==> src/rtl/supv_pkg.sv <==
package supv_pkg;
  typedef enum logic {
    POL_LOW  = 1'b0,
    POL_HIGH = 1'b1
  } pol_e;

  // pull enable for an open-drain pad given logical reset state
  function automatic logic pull_for(input pol_e pol, input logic active);
    return (pol == POL_HIGH) ? ~active : active;
  endfunction
endpackage

==> src/rtl/supv_hold_ctr.sv <==
module supv_hold_ctr #(
  parameter int HOLD_CYCLES = 20_000_000
) (
  input  logic clk,
  input  logic rst,
  input  logic supply_ok,
  input  logic wdt_expire,
  output logic active
);
  localparam int CNT_W = (HOLD_CYCLES > 1) ? $clog2(HOLD_CYCLES + 1) : 1;
  localparam logic [CNT_W-1:0] LAST = CNT_W'(HOLD_CYCLES - 1);

  logic [CNT_W-1:0] count;
  logic             trip;

  assign trip = ~supply_ok | wdt_expire;

  always_ff @(posedge clk) begin
    if (rst) begin
      active <= 1'b1;
      count  <= '0;
    end else if (trip) begin
      active <= 1'b1;
      count  <= '0;
    end else if (active) begin
      if (count == LAST) begin
        active <= 1'b0;
        count  <= '0;
      end else begin
        count <= count + 1'b1;
      end
    end
  end

  // checker: independent run-length of qualifying cycles
  logic [CNT_W:0] good_run;
  always_ff @(posedge clk) begin
    if (rst || trip) good_run <= '0;
    else if (good_run < (CNT_W+1)'(HOLD_CYCLES)) good_run <= good_run + 1'b1;
  end

  assert_por_R1: assert property (@(posedge clk) rst |=> active);
  assert_drop_R3: assert property (@(posedge clk) disable iff (rst)
    !supply_ok |=> active);
  assert_wdt_R5: assert property (@(posedge clk) disable iff (rst)
    wdt_expire |=> active);
  assert_full_hold_R2: assert property (@(posedge clk) disable iff (rst)
    $fell(active) |-> (good_run >= (CNT_W+1)'(HOLD_CYCLES)));
endmodule

==> src/rtl/supv_pad_stage.sv <==
module supv_pad_stage
  import supv_pkg::*;
(
  input  logic clk,
  input  logic rst,
  input  logic active,
  input  logic pol_high,
  output logic pad_pull_en
);
  pol_e pol;
  assign pol = pol_e'(pol_high);

  always_ff @(posedge clk) begin
    if (rst) pad_pull_en <= pull_for(pol, 1'b1);
    else     pad_pull_en <= pull_for(pol, active);
  end

  assert_pad_R6: assert property (@(posedge clk) disable iff (rst)
    $past(!rst) |-> (pad_pull_en == ($past(pol_high) ? !$past(active) : $past(active))));
endmodule

==> src/rtl/supv_reset_gen.sv <==
module supv_reset_gen #(
  parameter int HOLD_CYCLES = 20_000_000
) (
  input  logic clk,
  input  logic rst,
  input  logic supply_ok,
  input  logic wdt_expire,
  input  logic pol_high,
  output logic rst_active,
  output logic pad_pull_en
);
  supv_hold_ctr #(.HOLD_CYCLES(HOLD_CYCLES)) u_hold (
    .clk        (clk),
    .rst        (rst),
    .supply_ok  (supply_ok),
    .wdt_expire (wdt_expire),
    .active     (rst_active)
  );

  supv_pad_stage u_pad (
    .clk         (clk),
    .rst         (rst),
    .active      (rst_active),
    .pol_high    (pol_high),
    .pad_pull_en (pad_pull_en)
  );
endmodule

==> config.mk <==
export PLATFORM = sky130hd
export DESIGN_NAME = supv_reset_gen
export DESIGN_NICKNAME = d
export VERILOG_FILES = /design/src/rtl/supv_pkg.sv /design/src/rtl/supv_hold_ctr.sv /design/src/rtl/supv_pad_stage.sv /design/src/rtl/supv_reset_gen.sv
export SDC_FILE = /design/constraint.sdc
export NUM_CORES = 1
export LEC_CHECK = 0
export ABC_AREA = 1
export BUFFER_PORTS_ARGS = -buffer_cell sky130_fd_sc_hd__buf_4
export CORE_AREA = 5 5 60 62
export CTS_BUF_LIST = sky130_fd_sc_hd__clkbuf_8 sky130_fd_sc_hd__clkbuf_16
export DETAILED_ROUTE_END_ITERATION = 7
export DIE_AREA = 0 0 65 67
export PLACE_DENSITY = 0.74
export SLEW_MARGIN = 25
export SYNTH_ARGS = -nofsm -noshare
export SYNTH_HDL_FRONTEND = slang
export SYNTH_SLANG_ARGS = --single-unit
==> constraint.sdc <==
create_clock -name clk -period 1.3 [get_ports clk]
set_input_delay 0.26 -clock clk [delete_from_list [all_inputs] [get_ports clk]]
set_output_delay 0.26 -clock clk [all_outputs]
set_load 0.03 [all_outputs]
==> impl_metrics.csv <==
group,metric,value,unit
status,status,"finished clean",
critical_path,max_stage_delay,370,ps
floorplan,core,0.002978,mm²
critical_path,worstSetupPathType,"flip-flop to flip-flop",
yosys,synth_seq_area_share,35.27,%
sta,tightestPinTransition,439.7,ps
routing,wirelength,3801,µm
cts,clock_path_buffers,2,
layout,finalInstanceArea,0.002093,mm²
grt,overflow,0,
floorplan,row_count,20,
cts,cts_tree,"built",
sta,finalCriticalPeriod,1295,ps
sta,hold_ws,165.0,ps
place,gp_congestion,0.9567,
routing,vias,1576,
cts,cts_buffers,3,
critical_path,cpLargestDelayFamily,"simple AND/OR/NAND/NOR gates",
yosys,yosys_warnings,0,
sta,min_period_over_period,99.59,%
cts,cts.sinks,27,
pwr,power_leakage,0.7946,nW
critical_path,path_buf_inv,1,
cts,root_buffer,"clkbuf_8",
yosys,synthCells,226,
critical_path,path_max_fanout,6,
place,place_hpwl,2654,µm
layout,drive_above_1_share,37.83,%
layout,final_cell_mix,"nand2_1 (45), buf_4 (37), nor2_1 (35)",
pwr,power_density,642.9,mW/mm²
sta,fmax,0.7724,GHz
layout,areaGrowthSynthToFinish,36.57,%
grt,grt_max_degree,15,
floorplan,start_util,51.47,%
sta,fin_skew,3.256,ps
layout,antennaDiodeCount,0,
place,io_buffers,6,
routing,post_drt_wl_per_cell,12.67,µm
critical_path,cp_slowest_cell,"dfxtp_2",
grt,grt_pass1_vias,1528,
flow_run,cap_viol_max_count,0,
routing,via_per_inst,5.253,
floorplan,dieArea,0.004355,mm²
grt,grt_pass1_wl,6534,µm
routing,first_pass_iters,4,
cts,h-tree-depth,1,
critical_path,crit_arrival,1520,ps
critical_path,cp.required,1520,ps
yosys,syn_area_per_cell,6.782,µm²
sta,rsz0062_at_grt,"true",
pwr,power,1.346,mW
yosys,synth_nets,232,
yosys,synth_cell_types,23,
grt,grt_usage,19.09,%
cts,insertion_delay,270,ps
layout,final_nets,274,
yosys,netlist_area,0.001533,mm²
place,placed_cell_area,0.001793,mm²
layout,final_core_utilization,70.29,%
cts,cts_hold_buf,0,
floorplan,die_h,67,µm
yosys,synth_seq_cells,27,
floorplan,ios,7,
routing,drc,0,
floorplan,die_w,65,µm
grt,antenna_found_initial,0,
routing,dr.first_iter.drc_count,62,
hold_path,hp-class,"input pin to flip-flop",
critical_path,crit_path_end_kind,"flip-flop",
sta,slew_headroom,70.66,%
sta,final_hold_viol_count,0,
layout,final_common_cell,"nand2_1",
sta,slew_violations,0,
critical_path,cp_cell_sequence,"nand2_4 > nor2_4 > buf_6 > nand3_4 > nor2_4 > nand3_1 > nand2_1 > nand2_1 > nor2_2",
sta,finalSetupViolCount,0,
routing,ant_nets,0,
pwr,max-vdd-ir-drop,498.4,µV
critical_path,cp-start-kind,"flip-flop",
cts,cts.clk_slew.worst_paths,90,ps
[power breakdown]
group	total (mW)	switching (mW)	internal [mW]	leakage, nW
registers	0.822	0.00236	0.819	0.226
clock network	0.477	0.265	0.212	0.0269
logic	0.0470	0.0231	0.0240	0.542
total	1.35	0.290	1.06	0.795
[per-layer routing]
metal  GRT usage, %  up-vias  wire length [µm]
met5              0        -                 0
met4          6.860        0                29
met3          2.698        4               212
met2          31.80       52              1822
met1          24.97      722              1737
li1               -      798                 -
[cell usage after synthesis]
master / count / share of area (%)
nor3_1: 4 / 1.3
buf_2: 2 / 0.65
inv_2: 1 / 0.24
nand3_1: 24 / 7.8
nand3b_1: 1 / 0.49
xor2_1: 6 / 3.4
nor2_2: 7 / 2.9
nand2_1: 49 / 12
xnor2_1: 6 / 3.4
buf_4: 1 / 0.49
nor2_4: 4 / 2.9
nand3_4: 1 / 1.1
ha_1: 1 / 0.82
inv_1: 24 / 5.9
buf_6: 1 / 0.73
clkbuf_1: 1 / 0.24
nand3_2: 3 / 2.0
nor2_1: 43 / 11
nand2_2: 3 / 1.2
dfxtp_1: 27 / 35
nand4_1: 12 / 4.9
a21oi_1: 4 / 1.3
o21ai_0: 1 / 0.33
[worst register-to-register path, cell delays in order, from the launching register on]
cell and delay (ps):
dfxtp_2 370, nand2_4 70, nor2_4 160, buf_6 120
nand3_4 90, nor2_4 150, nand3_1 90, nand2_1 60
nand2_1 60, nor2_2 60
[worst paths after layout]
check                                                   start                             to  slack [ps]  depth (start not counted)
worst min-delay path                                 pol_high      u_pad.pad_pull_en$_DFF_P_         160                          2
worst max register to register   u_hold.count[7]$_SDFFE_PP0P_  u_hold.count[24]$_SDFFE_PP0P_           5                          9
worst max-delay path             u_hold.count[7]$_SDFFE_PP0P_  u_hold.count[24]$_SDFFE_PP0P_           5                          9
worst min register to register  u_hold.count[21]$_SDFFE_PP0P_  u_hold.count[21]$_SDFFE_PP0P_         490                          2
[area by class of cell]
class | instances | area, µm²
well taps | 33 | 41.29
repair buffers | 42 | 342.8
clock inverters | 1 | 3.754
multi-input cells | 169 | 993.5
inverters | 25 | 98.84
flip-flops and latches | 27 | 571.8
clock buffers | 3 | 41.29
fillers | 219 | 884.6
[cells by family (layout without fill, tap and decap cells)]
family / count (synthesis) / in the layout / share of synthesized area [%]
compound gates: 5 / 5 / 1.632
xor+xnor: 12 / 12 / 6.857
fa+ha+maj: 1 / 1 / 0.8162
buf+inv: 30 / 71 / 8.245
flops: 27 / 27 / 35.27
simple gates: 151 / 151 / 47.18
[what timing repair did]
| item | CTS | global route |
|---|---|---|
| resized for setup | 20 | 35 |
| pin swaps | 5 | 7 |
| hold endpoints to repair | 0 | 0 |
| setup endpoints to repair | 17 | 23 |
| setup buffers | 4 | 7 |
[state kept, by name, summed over array words and instances (netlist names)]
register           count
u_hold.count          25
u_pad.pad_pull_en      1
u_hold.active          1
[stage by stage]
stage	worst slack (ps)	setup TNS, ps	instances
2_1_floorplan	2.242	0	226
3_3_place_gp	-36.48	-367.0	285
3_5_place_dp	-70.98	-581.5	285
4_1_cts	0.7726	0	293
5_1_grt	-102.3	-1611	300
6_report	5.393	0	300
Power figures use the tool's default switching activity.
